**config.mk**
```make
export PLATFORM = sky130hd
export DESIGN_NAME = cwu_top
export DESIGN_NICKNAME = d
export VERILOG_FILES = /design/src/rtl/cwu_pkg.sv /design/src/rtl/cwu_regs.sv /design/src/rtl/cwu_counter.sv /design/src/rtl/cwu_channel.sv /design/src/rtl/cwu_top.sv
export SDC_FILE = /design/constraint.sdc
export NUM_CORES = 1
export LEC_CHECK = 0
export CORE_ASPECT_RATIO = 1.4
export CORE_MARGIN = 4
export CORE_UTILIZATION = 40
export DETAILED_ROUTE_END_ITERATION = 10
export SYNTH_ARGS = -nofsm -noshare
export SYNTH_HDL_FRONTEND = slang
export SYNTH_SLANG_ARGS = --single-unit
```
**constraint.sdc**
```tcl
create_clock -name clk -period 2.8 [get_ports clk]
set_input_delay 0.42 -clock clk [delete_from_list [all_inputs] [get_ports clk]]
set_output_delay 0.42 -clock clk [all_outputs]
set_load 0.005 [all_outputs]
```
**src/rtl/cwu_pkg.sv**
```systemverilog
package cwu_pkg;
  localparam int ADR_CTRL = 0;
  localparam int ADR_WGH  = 1;
  localparam int ADR_CMPA = 2;
  localparam int ADR_CMPB = 3;
  localparam int ADR_TOP  = 4;
  localparam int ADR_CNT  = 5;
  localparam int NCH      = 2;

  typedef enum logic [1:0] {CNT_FREE, CNT_CLEAR, CNT_PWM} cnt_kind_e;
  typedef enum logic [2:0] {TOP_MAX, TOP_CMPA, TOP_REG, TOP_8B, TOP_9B, TOP_10B} top_src_e;

  typedef struct packed {
    cnt_kind_e kind;
    top_src_e  src;
  } wave_cfg_t;

  function automatic wave_cfg_t decode_wave(input logic [3:0] sel);
    wave_cfg_t c;
    case (sel)
      4'd4:    c = '{kind: CNT_CLEAR, src: TOP_CMPA};
      4'd12:   c = '{kind: CNT_CLEAR, src: TOP_REG};
      4'd5:    c = '{kind: CNT_PWM,   src: TOP_8B};
      4'd6:    c = '{kind: CNT_PWM,   src: TOP_9B};
      4'd7:    c = '{kind: CNT_PWM,   src: TOP_10B};
      4'd14:   c = '{kind: CNT_PWM,   src: TOP_REG};
      4'd15:   c = '{kind: CNT_PWM,   src: TOP_CMPA};
      default: c = '{kind: CNT_FREE,  src: TOP_MAX};
    endcase
    return c;
  endfunction
endpackage

```
**src/rtl/cwu_regs.sv**
```systemverilog
module cwu_regs
  import cwu_pkg::*;
#(
  parameter int CNT_W = 16,
  parameter int AW    = 3
) (
  input  logic             clk,
  input  logic             rst,
  input  logic             wr_en,
  input  logic [AW-1:0]    wr_addr,
  input  logic [CNT_W-1:0] wr_data,
  input  logic [AW-1:0]    rd_addr,
  input  logic [CNT_W-1:0] cnt_val,
  output logic [1:0]       code_a,
  output logic [1:0]       code_b,
  output logic [3:0]       wsel,
  output logic [CNT_W-1:0] cmp_a,
  output logic [CNT_W-1:0] cmp_b,
  output logic [CNT_W-1:0] top_reg,
  output logic             cnt_we,
  output logic [CNT_W-1:0] cnt_wdata,
  output logic [CNT_W-1:0] rd_data
);
  always_ff @(posedge clk) begin
    if (rst) begin
      code_a  <= '0;
      code_b  <= '0;
      wsel    <= '0;
      cmp_a   <= '0;
      cmp_b   <= '0;
      top_reg <= '0;
    end else if (wr_en) begin
      case (wr_addr)
        AW'(ADR_CTRL): begin
          code_a    <= wr_data[7:6];
          code_b    <= wr_data[5:4];
          wsel[1:0] <= wr_data[1:0];
        end
        AW'(ADR_WGH):  wsel[3:2] <= wr_data[1:0];
        AW'(ADR_CMPA): cmp_a     <= wr_data;
        AW'(ADR_CMPB): cmp_b     <= wr_data;
        AW'(ADR_TOP):  top_reg   <= wr_data;
        default: ;
      endcase
    end
  end

  assign cnt_we    = wr_en && (wr_addr == AW'(ADR_CNT));
  assign cnt_wdata = wr_data;

  always_comb begin
    rd_data = '0;
    case (rd_addr)
      AW'(ADR_CTRL): rd_data[7:0] = {code_a, code_b, 2'b00, wsel[1:0]};
      AW'(ADR_WGH):  rd_data[1:0] = wsel[3:2];
      AW'(ADR_CMPA): rd_data      = cmp_a;
      AW'(ADR_CMPB): rd_data      = cmp_b;
      AW'(ADR_TOP):  rd_data      = top_reg;
      AW'(ADR_CNT):  rd_data      = cnt_val;
      default:       rd_data      = '0;
    endcase
  end

  // compare writes land on the following edge
  p_cmpa_write_r2: assert property (@(posedge clk) disable iff (rst)
    (wr_en && wr_addr == AW'(ADR_CMPA)) |=> (cmp_a == $past(wr_data)));
endmodule

```
**src/rtl/cwu_counter.sv**
```systemverilog
module cwu_counter
  import cwu_pkg::*;
#(
  parameter int CNT_W = 16
) (
  input  logic             clk,
  input  logic             rst,
  input  wave_cfg_t        cfg,
  input  logic [CNT_W-1:0] cmp_a,
  input  logic [CNT_W-1:0] top_reg,
  input  logic             cnt_we,
  input  logic [CNT_W-1:0] cnt_wdata,
  output logic [CNT_W-1:0] cnt_q,
  output logic [CNT_W-1:0] top_val
);
  localparam logic [CNT_W-1:0] TOP_FULL = '1;
  localparam logic [CNT_W-1:0] TOP_W8   = CNT_W'(32'h00FF);
  localparam logic [CNT_W-1:0] TOP_W9   = CNT_W'(32'h01FF);
  localparam logic [CNT_W-1:0] TOP_W10  = CNT_W'(32'h03FF);

  logic wrap_now;

  always_comb begin
    case (cfg.src)
      TOP_CMPA: top_val = cmp_a;
      TOP_REG:  top_val = top_reg;
      TOP_8B:   top_val = TOP_W8;
      TOP_9B:   top_val = TOP_W9;
      TOP_10B:  top_val = TOP_W10;
      default:  top_val = TOP_FULL;
    endcase
  end

  assign wrap_now = (cfg.kind != CNT_FREE) && (cnt_q == top_val);

  always_ff @(posedge clk) begin
    if (rst)           cnt_q <= '0;
    else if (cnt_we)   cnt_q <= cnt_wdata;
    else if (wrap_now) cnt_q <= '0;
    else               cnt_q <= cnt_q + CNT_W'(1);
  end

  // a software load lands exactly
  p_load_r3: assert property (@(posedge clk) disable iff (rst)
    cnt_we |=> (cnt_q == $past(cnt_wdata)));
  // reaching TOP in a clearing regime restarts from zero
  p_top_restart_r5: assert property (@(posedge clk) disable iff (rst)
    (!cnt_we && cfg.kind != CNT_FREE && cnt_q == top_val) |=> (cnt_q == '0));
  // otherwise the count advances by one
  p_step_r3: assert property (@(posedge clk) disable iff (rst)
    (!cnt_we && cfg.kind == CNT_FREE) |=> (cnt_q == $past(cnt_q) + CNT_W'(1)));
endmodule

```
**src/rtl/cwu_channel.sv**
```systemverilog
module cwu_channel
  import cwu_pkg::*;
#(
  parameter int CNT_W  = 16,
  parameter bit CHAN_A = 1'b1
) (
  input  logic             clk,
  input  logic             rst,
  input  logic [1:0]       code,
  input  logic [3:0]       wsel,
  input  cnt_kind_e        kind,
  input  logic [CNT_W-1:0] cnt,
  input  logic [CNT_W-1:0] cmp,
  input  logic [CNT_W-1:0] top_val,
  output logic             wave_q,
  output logic             linked
);
  logic is_pwm, hit, at_top, tog_ok, wave_d;

  assign is_pwm = (kind == CNT_PWM);
  assign hit    = (cnt == cmp);
  assign at_top = is_pwm && (cnt == top_val);
  assign tog_ok = CHAN_A && (wsel == 4'd14 || wsel == 4'd15);

  always_comb begin
    wave_d = wave_q;
    linked = 1'b0;
    if (!is_pwm) begin
      linked = (code != 2'b00);
      if (hit) begin
        case (code)
          2'b01:   wave_d = ~wave_q;
          2'b10:   wave_d = 1'b0;
          2'b11:   wave_d = 1'b1;
          default: wave_d = wave_q;
        endcase
      end
    end else if (code[1]) begin
      linked = 1'b1;
      if (at_top) wave_d = ~code[0];
      if (hit && (cmp != top_val)) wave_d = code[0];
    end else if (code == 2'b01 && tog_ok) begin
      linked = 1'b1;
      if (hit) wave_d = ~wave_q;
    end
  end

  always_ff @(posedge clk) begin
    if (rst) wave_q <= 1'b0;
    else     wave_q <= wave_d;
  end

  // without a match or TOP event the waveform bit holds
  p_hold_quiet_r6: assert property (@(posedge clk) disable iff (rst)
    (!hit && !at_top) |=> $stable(wave_q));
  // compare equal to TOP applies only the TOP action
  p_top_only_r9: assert property (@(posedge clk) disable iff (rst)
    (at_top && code[1] && cmp == top_val) |=> (wave_q != $past(code[0])));
  // a disallowed toggle request leaves the bit untouched
  p_no_toggle_r8: assert property (@(posedge clk) disable iff (rst)
    (is_pwm && code == 2'b01 && !tog_ok) |=> $stable(wave_q));
endmodule

```
**src/rtl/cwu_top.sv**
```systemverilog
module cwu_top
  import cwu_pkg::*;
#(
  parameter int CNT_W = 16,
  parameter int AW    = 3
) (
  input  logic             clk,
  input  logic             rst,
  input  logic             wr_en,
  input  logic [AW-1:0]    wr_addr,
  input  logic [CNT_W-1:0] wr_data,
  input  logic [AW-1:0]    rd_addr,
  output logic [CNT_W-1:0] rd_data,
  input  logic [NCH-1:0]   dir,
  input  logic [NCH-1:0]   port_data,
  output logic [NCH-1:0]   pin_o
);
  logic [1:0]       code_a, code_b;
  logic [3:0]       wsel;
  logic [CNT_W-1:0] cmp_a, cmp_b, top_reg, cnt_wdata, cnt_q, top_val;
  logic             cnt_we;
  wave_cfg_t        cfg;
  logic [1:0]       code_arr [NCH];
  logic [CNT_W-1:0] cmp_arr  [NCH];
  logic [NCH-1:0]   wave, linked;

  cwu_regs #(.CNT_W(CNT_W), .AW(AW)) u_regs (
    .clk(clk), .rst(rst), .wr_en(wr_en), .wr_addr(wr_addr), .wr_data(wr_data),
    .rd_addr(rd_addr), .cnt_val(cnt_q), .code_a(code_a), .code_b(code_b),
    .wsel(wsel), .cmp_a(cmp_a), .cmp_b(cmp_b), .top_reg(top_reg),
    .cnt_we(cnt_we), .cnt_wdata(cnt_wdata), .rd_data(rd_data)
  );

  assign cfg = decode_wave(wsel);

  cwu_counter #(.CNT_W(CNT_W)) u_cnt (
    .clk(clk), .rst(rst), .cfg(cfg), .cmp_a(cmp_a), .top_reg(top_reg),
    .cnt_we(cnt_we), .cnt_wdata(cnt_wdata), .cnt_q(cnt_q), .top_val(top_val)
  );

  assign code_arr[0] = code_a;
  assign code_arr[1] = code_b;
  assign cmp_arr[0]  = cmp_a;
  assign cmp_arr[1]  = cmp_b;

  for (genvar gi = 0; gi < NCH; gi++) begin : g_ch
    cwu_channel #(.CNT_W(CNT_W), .CHAN_A(gi == 0)) u_ch (
      .clk(clk), .rst(rst), .code(code_arr[gi]), .wsel(wsel), .kind(cfg.kind),
      .cnt(cnt_q), .cmp(cmp_arr[gi]), .top_val(top_val),
      .wave_q(wave[gi]), .linked(linked[gi])
    );
    assign pin_o[gi] = dir[gi] & (linked[gi] ? wave[gi] : port_data[gi]);
  end

  // an input-direction pin never carries a one
  p_pin_gate_r10: assert property (@(posedge clk) disable iff (rst)
    ((pin_o & ~dir) == '0));
endmodule

```
---- Word level (Yosys, flattened, before mapping) ----
Cells that the tools add are included.
word-level totals
  flip-flop bits (word level) ............. 74
  output and inout bits ................... 18
  word-level logic and storage cells ...... 107
cells by class
  add/subtract/negate cells ............... 1
  equality and inequality tests ........... 38
  multiplexer cells ....................... 28
  bitwise gates (word level) .............. 6
  reductions and logical operators ........ 24
operators by type and width
  kind                                                 number
  case mux 16 bit (5 select lines)                     1
  equality test 16 bit                                 3
  case mux 5 bit (7 select lines)                      1
  two-way mux 16 bit                                   2
  != test 16 bit                                       2
  case mux 8 bit (4 select lines)                      1
  case mux 6 bit (5 select lines)                      1
  two-way mux 1 bit                                    19
  equality test 3 x 2 -> 1 bit, second input constant  6
  equality test 3 bit, second input constant           6
  adder 16 x 1 -> 16 bit, second input constant        1
  equality test 4 x 3 -> 1 bit, second input constant  4
  equality test 4 bit, second input constant           3
  case mux 2 bit (6 select lines)                      1
  nonzero test 2 bit                                   6
  equality test 2 bit, second input constant           5
  AND reduction 2 bit                                  5
  equality test 3 x 1 -> 1 bit, second input constant  3
  nonzero test 4 bit                                   2
  logical AND 1 bit                                    6
  logical NOT 3 bit                                    2
  case mux 1 bit (3 select lines)                      2
  AND reduction 5 bit                                  1
  equality test 2 x 1 -> 1 bit, second input constant  2
  other kinds (8)                                      12

---- Logic depth before layout (Yosys ltp) ----
Gate-level depths: netlist of run 1.
  word-level depth ........................ 10
  gate-level depth with buffers ........... 13
  gate-level depth less buffers ........... 9

---- By module ----
A second synthesis of run 1 with hierarchy kept.
unflattened totals
  cell total of the unflattened synthesis .. 721
  area, all modules ....................... 5,746.8 µm²
modules (own cells, without submodules)
  module                      times used  cells an instance  area each (µm²)
  cwu_regs                    1           335                2,728.9
  cwu_counter                 1           212                1,601.5
  cwu_channel (g_ch[0].u_ch)  1           81                 666.9
  cwu_channel (g_ch[1].u_ch)  1           80                 650.6
  cwu_top                     1           13                 98.8

---- Worst setup path before layout of run 1 ----
Ideal clock, no wire load.
  path type ............................... flip-flop to flip-flop
  start point ............................. register u_regs.wsel[0]
  end point ............................... register g_ch[1].u_ch.wave_q
  setup time .............................. 136 ps
  arrival ................................. 2,358 ps
  required time ........................... 2,664 ps
  setup slack ............................. 306 ps
  stages on the path, launching flop included .. 10
  cell sequence ........................... dfxtp_1 > buf_6 > mux2_4 > a221oi_4 > o22ai_1 > or4_1 > nor4b_2 > a31oi_1 > nor4b_2 > a211oi_1
between the ends
  cells in the longest elaborated chain, start to end .. 9
  elaborated cells between the ends (all ways) .. 27
ends and longest elaborated chain
  item                                                                        line               RTL
  from (decl)                                                                 cwu_regs.sv:16     output logic [3:0] wsel,
  from (signal assigned)                                                      cwu_regs.sv:37     wsel[1:0] <= wr_data[1:0];
  equality test 4 bit / equality test 4 x 3 -> 1 bit (equally long branches)  cwu_pkg.sv:20      case (sel)
  case mux 5 bit (7 select lines) *                                           cwu_pkg.sv:20
  equality test 3 bit (tied with other cells)                                 cwu_counter.sv:24  case (cfg.src)
  case mux 16 bit (5 select lines)                                            cwu_counter.sv:24
  != test 16 bit                                                              cwu_channel.sv:41  if (hit && (cmp != top_val)) wave_d = code[0];
  logical AND 1 bit                                                           cwu_channel.sv:41
  two-way mux 1 bit                                                           cwu_channel.sv:41
  two-way mux 1 bit                                                           cwu_channel.sv:38  end else if (code[1]) begin
  two-way mux 1 bit                                                           cwu_channel.sv:28  if (!is_pwm) begin
  to (signal assigned)                                                        cwu_channel.sv:50  else wave_q <= wave_d;
  to (decl)                                                                   cwu_channel.sv:15  output logic wave_q,
Mark *: on every way between the ends. The rest lies on a longest branch, timed or not. The select of a mux whose other input is x is not followed.
A chain may end at the register's enable or synchronous reset.

---- Worst setup path after layout of run 1 ----
Ends and elaborated chain as after synthesis.

==> results of run 1 <==
-- cell families after synthesis --
family | Yosys count | synth area share
AO/OA/AOI/OAI | 201 | 0.223
XOR/XNOR | 55 | 0.0805
adder cells (fa/ha/maj) | 3 | 0.00627
buffers and inverters | 101 | 0.0711
flip-flops | 74 | 0.247
multiplexers | 47 | 0.0844
AND/OR/NAND/NOR | 339 | 0.287
-- final timing paths --
| path | startpoint | to | slack, ns |
|---|---|---|---|
| worst max-delay path | u_regs.wsel[0]$_SDFFE_PP0P_ | g_ch[1].u_ch.wave_q$_SDFFE_PP0P_ | 0.08 |
| worst min-delay path | g_ch[0].u_ch.wave_q$_SDFFE_PP0P_ | g_ch[0].u_ch.wave_q$_SDFFE_PP0P_ | 0.51 |
| worst max register to register | u_regs.wsel[0]$_SDFFE_PP0P_ | g_ch[1].u_ch.wave_q$_SDFFE_PP0P_ | 0.08 |
| worst min register to register | g_ch[0].u_ch.wave_q$_SDFFE_PP0P_ | g_ch[0].u_ch.wave_q$_SDFFE_PP0P_ | 0.51 |
-- worst register-to-register path: stages (launching register included) --
cell	delay, ns
dfxtp_4	0.43
buf_6	0.14
buf_4	0.11
mux2_4	0.32
a211oi_4	0.24
o32ai_1	0.13
a2111oi_0	0.40
and4_4	0.36
and2_4	0.20
nor4b_4	0.20
a211oi_1	0.08
-- cell usage after synthesis, types with 12 or more instances --
cell      instances  area, µm²
nand2_1         144        541
nand3_1          25        125
mux2i_1          40        400
o22ai_1          28        175
clkbuf_1         49        184
inv_1            22       82.6
nor2_1           50        188
nand2b_1         13       81.3
nand4_1          14       87.6
o21ai_0          14       70.1
nor2b_1          17        106
dfxtp_1          74       1480
nor4_1           12       75.1
a21oi_1          83        415
buf_2            15       75.1
xnor2_1          44        385
-- routing by layer --
metal	vias up	share of wire
met2	296	0.49
li1	3064	-
met1	3222	0.41
met3	65	0.064
met4	0	0.040
met5	-	0
-- power groups by stage --
stage	sequential (mW)	clock, mW	combinational (mW)
2_1_floorplan	1.12	0	0.283
4_1_cts	1.14	1.33	0.468
5_1_grt	1.14	1.37	0.520
3_3_place_gp	1.16	0	0.460
6_report	1.14	1.32	0.488
3_5_place_dp	1.16	0	0.465
-- placed cells by master, fill, tap and decap left out, types with 4 or more instances in the layout --
cell / n
nand4_1: 14
nor3_1: 8
clkbuf_16: 9
and4b_1: 4
mux2i_1: 40
buf_6: 4
buf_4: 78
nor2_1: 48
a31oi_1: 9
nor4b_2: 4
a211oi_1: 5
clkdlybuf4s50_1: 44
nand2_1: 144
o31ai_1: 4
mux2_4: 4
xor2_1: 11
nor2b_1: 17
and3_1: 8
and2_1: 5
buf_12: 5
xnor2_1: 44
nand2b_1: 13
a21oi_1: 82
o22ai_1: 28
o21ai_0: 14
nor3b_1: 8
nand3_1: 25
dfxtp_1: 71
inv_1: 22
nor4_1: 12
-- stage by stage --
| step | util | std cells |
|---|---|---|
| 2_1_floorplan | - | 820 |
| 3_3_place_gp | 0.481 | 1058 |
| 3_5_place_dp | 0.481 | 1058 |
| 4_1_cts | 0.504 | 1074 |
| 5_1_grt | 0.520 | 1081 |
| 6_report | 0.520 | 1081 |
-- timing repair --
item / CTS / global route
pin swaps: 0 / 9
gates resized for setup: 6 / 34
endpoints found under the setup margin: 4 / 20
endpoints found under the hold margin: 0 / 0
buffers inserted: 0 / 6
cloned: 0 / 1
-- layout make-up --
type	count	area share
Multi-Input combinational cell	646	0.560
Sequential cell	74	0.197
Timing Repair Buffer	134	0.158
Tap cell	189	0.0312
Clock buffer	9	0.0297
Clock inverter	7	0.0134
Inverter	22	0.0109
==> out/qor.yml, run 1 <==
antenna_found_initial: 0
pre_cts_slack_ns: -0.0387
drt_iter0_drc: 524
status: "completed"
reg2reg_depth: 10
async_reset_ff_frac: 0
max_stage_delay_ns: 0.43
num-nets-final: 919
yosysUniqueCellTypes: 80
cts_root_buf: "clkbuf_16"
path_buf_inv: 2
io_buffers: 46
holdPathStages: 2
stdcell_area_um2: 7580
pin_count: 47
antenna-diode-count: 0
place_area_um2: 7010
final_antenna_net_count: 0
multiInputGateArea_um2: 4240
path_delay_family: "compound AO/OA/AOI/OAI gates"
fin_ws_ns: 0.0761
grt_first_pass_wirelength_mm: 37.0
dr_total_vias: 6647
worstSetupPathType: "reg2reg"
grt.busiest_layer: "met2"
num-fill-cells: 1461
gp_congestion: 0.933
cp-end-kind: "flop"
synth.net_count: 852
crit_fanout: 7
internal_power_mw: 2.09
cp_cell_sequence: "buf_6 -> buf_4 -> mux2_4 -> a211oi_4 -> o32ai_1 -> a2111oi_0 -> and4_4 -> and2_4 -> nor4b_4 -> a211oi_1"
synthFlopType: "dfxtp_1"
fin_skew_ns: 0.00640
syn_inst: 820
finalSetupTns_ns: 0
sw_frac_of_total: 0.289
period_needed_ns: 2.72
fin_crit_sh: 0.973
maxCapViolations: 0
cts_tree: "built"
worst_setup_path_start_kind: "flop"
pwr-share-comb: 0.166
required_ns: 3.02
p_total_mw: 2.94
synth-seq-cells: 74
yosysSeqAreaShare: 0.247
hold_ws_ns: 0.511
rows: 52
grt_use_total: 0.278
clk-insertion-delay-late_ns: 0.34
coreArea_um2: 14600
dpl.hpwl_mm: 18.3
cts_buffer_depth: 2
seq_power_share: 0.386
drive_above_1_share: 0.172
ir_worst_vdd_mv: 0.300
finalSetupViolCount: 0
worst_pin_slew_ns: 0.758
die_area_um2: 17000
grt_overflow: 0
cts-htree-levels: 3
total_leakage_power_nw: 2.75
synth_enable_flop_cells: 0
use_met1: 0.358
grt_pass1_vias: 6335
firstDrtPassIters: 6
critPathArrivalTime_ns: 2.95
die_height_um: 153
clk_pin_slew_ns: 0.07
cts_buffers: 9
hp-class: "reg2reg"
drt-wirelength-per-cell_um: 22.9
grt_setup_unrepaired: "yes"
crit_path_top_delay_cell: "dfxtp_4"
grt_max_degree: 44
met2_usage: 0.466
die_width_um: 111
cts_sinks: 74
clock_power_share: 0.448
hold_buffers: 0
start_util: 0.411
yosys_warnings: 0
switching_power_mw: 0.852
post-route-drc-count: 0
vias_per_cell: 6.15
wl_mm: 24.8
avgSynthCellArea_um2: 7.30
cellPowerDensity_nw_per_um2: 388
synth_area_um2: 5990
register_area_um2: 1490
met3_usage: 0.0346
timing.fmax_mhz: 367
relSlewSlack: 0.493
syn_to_final_growth_pct: 26.6
finalMaxSlewViolations: 0
hold_viol: 0
path_depth: 10
No activity file was read; power rests on OpenSTA's default activity.
==> inputs of run 2 (changes only) <==
GPL_TIMING_DRIVEN = 0   (was default)
==> run 2 against run 1 <==
Against the previous run:
- the run now ends with negative setup slack left
- combinational power grew 2%
- worst setup slack lost 0.13 ns
- clock skew grew 0.0026 ns
==> out/qor.yml, run 2 (synthesis gave the netlist of run 1 again) <==
r2r_start: "u_regs.wsel[0]$_SDFFE_PP0P_"
hold_buffers: 0
total_leakage_power_nw: 2.53
final_antenna_net_count: 0
grt_max_degree: 15
critPathArrivalTime_ns: 3.07
layout_commonest_cell: "nand2_1"
start_util: 0.411
cellPowerDensity_nw_per_um2: 386
cts_tree: "built"
maxCapViolations: 0
period_needed_ns: 2.85
min_from: "g_ch[0].u_ch.wave_q$_SDFFE_PP0P_"
grt_use_total: 0.290
crit_path_top_delay_cell: "a2111oi_0"
switching_power_mw: 0.837
seq_power_share: 0.392
cts_root_buf: "clkbuf_16"
cpMostUsedCell: "buf_6"
io_buffers: 45
finalMaxSlewViolations: 0
status: "complete, but fails checks"
regToRegSetupSlack_ns: -0.05
crit_fanout: 10
cp-end-kind: "flop"
hold_viol: 0
drt_iter0_drc: 661
drive_above_1_share: 0.131
cts_buffers: 9
pwr-share-comb: 0.176
clock_power_share: 0.432
ir_worst_vdd_mv: 0.455
gp_congestion: 0.993
fin_crit_sh: 1.02
path_delay_family: "compound AO/OA/AOI/OAI gates"
post-route-drc-count: 0
clk-insertion-delay-late_ns: 0.34
grt_pass1_vias: 6483
num-nets-final: 913
fin_skew_ns: 0.00905
cts-htree-levels: 3
holdPathStages: 2
clk_pin_slew_ns: 0.07
wl_mm: 25.2
grt_overflow: 0
dpl.hpwl_mm: 19.3
cp_cell_sequence: "buf_6 -> buf_12 -> mux2_4 -> a211oi_4 -> o32ai_1 -> a2111oi_0 -> and4_2 -> nand4b_4 -> buf_6 -> a22oi_2 -> nor2_1"
r2r-end: "u_cnt.cnt_q[6]$_SDFF_PP0_"
hp-class: "reg2reg"
reg2reg_depth: 11
vias_per_cell: 6.21
antenna-diode-count: 0
internal_power_mw: 2.00
die_width_um: 111
p_total_mw: 2.84
coreArea_um2: 14600
cts_sinks: 74
dr_total_vias: 6675
die_height_um: 153
path_buf_inv: 3
firstDrtPassIters: 7
syn_to_final_growth_pct: 22.9
worstSetupPathType: "reg2reg"
timing.fmax_mhz: 351
most-common-layout-cells: "143 x nand2_1, 79 x a21oi_1, 72 x dfxtp_1"
relSlewSlack: 0.200
grt_first_pass_wirelength_mm: 38.2
worst_pin_slew_ns: 1.19
grt_setup_unrepaired: "yes"
cts_buffer_depth: 2
max_stage_delay_ns: 0.42
pin_count: 47
num-fill-cells: 1510
violations: "negative setup slack"
drt-wirelength-per-cell_um: 23.5
worst_setup_path_start_kind: "flop"
final_core_util: 0.505
fin_ws_ns: -0.0528
sw_frac_of_total: 0.295
die_area_um2: 17000
antenna_found_initial: 0
hold_end: "g_ch[0].u_ch.wave_q$_SDFFE_PP0P_"
required_ns: 3.02
finalSetupViolCount: 7
rows: 52
-- run 2: cell count changes in the layout (fill, tap and decap cells not counted), sizes merged --
| cell | change |
|---|---|
| clkdlybuf4s50 | -3 |
| buf | -53 |
| bufinv | -1 |
| clkbuf | +48 |
| nand4b | -1 |
| dlygate4sd2 | +3 |
| dlymetal6s2s | +1 |
-- run 2: power by group through the flow --
stage	Sequential, mW	Combinational, mW	Clock [mW]
after floorplan	1.12	0.283	0
after global placement	1.13	0.462	0
after detailed placement	1.13	0.460	0
after CTS	1.11	0.485	1.25
after global routing	1.11	0.530	1.28
final	1.11	0.500	1.23
-- run 2: worst min-delay path, cell delays in order, from the launching register on --
cell,delay [ns]
dfxtp_1,0.33
nand2_1,0.07
mux2i_1,0.06
-- run 2: how the worst max path moves through the flow --
stage | startpoint | to | slack [ns] | cells after the start
global route | u_regs.wsel[0]$_SDFFE_PP0P_ | u_cnt.cnt_q[6]$_SDFF_PP0_ | -0.1 | 12
detailed placement | u_regs.wsel[2]$_SDFFE_PP0P_ | pin_o[0] | -0.58 | 8
finish | u_regs.wsel[0]$_SDFFE_PP0P_ | u_cnt.cnt_q[6]$_SDFF_PP0_ | -0.05 | 11
global placement | u_regs.wsel[2]$_SDFFE_PP0P_ | pin_o[0] | -0.61 | 8
floorplan | u_regs.wsel[0]$_SDFFE_PP0P_ | g_ch[1].u_ch.wave_q$_SDFFE_PP0P_ | 0.31 | 9
CTS | u_regs.wsel[3]$_SDFFE_PP0P_ | pin_o[0] | -0.00009 | 10
-- run 2: cell type report --
type | instances | area [µm²] | area share
Inverter | 22 | 82.6 | 0.0112
Clock buffer | 10 | 239 | 0.0325
Multi-Input combinational cell | 645 | 4270 | 0.580
Timing Repair Buffer | 53 | 513 | 0.0697
Tap cell | 189 | 236 | 0.0321
Buffer | 76 | 465 | 0.0633
Sequential cell | 74 | 1480 | 0.202
Clock inverter | 6 | 71.3 | 0.00969
-- run 2: stage by stage --
step,cells,worst slack [ns],area (µm²),TNS (ns),hold WS (ns)
3_5_place_dp,1054,-0.583,6670,-11.45,0.500
5_1_grt,1075,-0.0953,7360,-1.08,0.518
6_report,1075,-0.0528,7360,-0.119,0.508
4_1_cts,1075,-0.0000913,7280,-0.0000913,0.509
2_1_floorplan,820,0.306,5990,0,0.451
3_3_place_gp,1054,-0.610,6670,-12.16,0.488
-- run 2: layer usage --
metal / vias up / track usage / share of wire
li1: 3052 / - / -
met1: 3171 / 0.341 / 0.38
met2: 357 / 0.503 / 0.49
met3: 95 / 0.0389 / 0.073
met4: 0 / 0.165 / 0.056
met5: - / 0 / 0
-- run 2: repair_timing --
| item | 4_1_cts | 5_1_grt |
|---|---|---|
| pin swaps | 13 | 8 |
| buffers inserted | 7 | 1 |
| resized for setup | 76 | 26 |
| setup endpoints to repair | 35 | 29 |
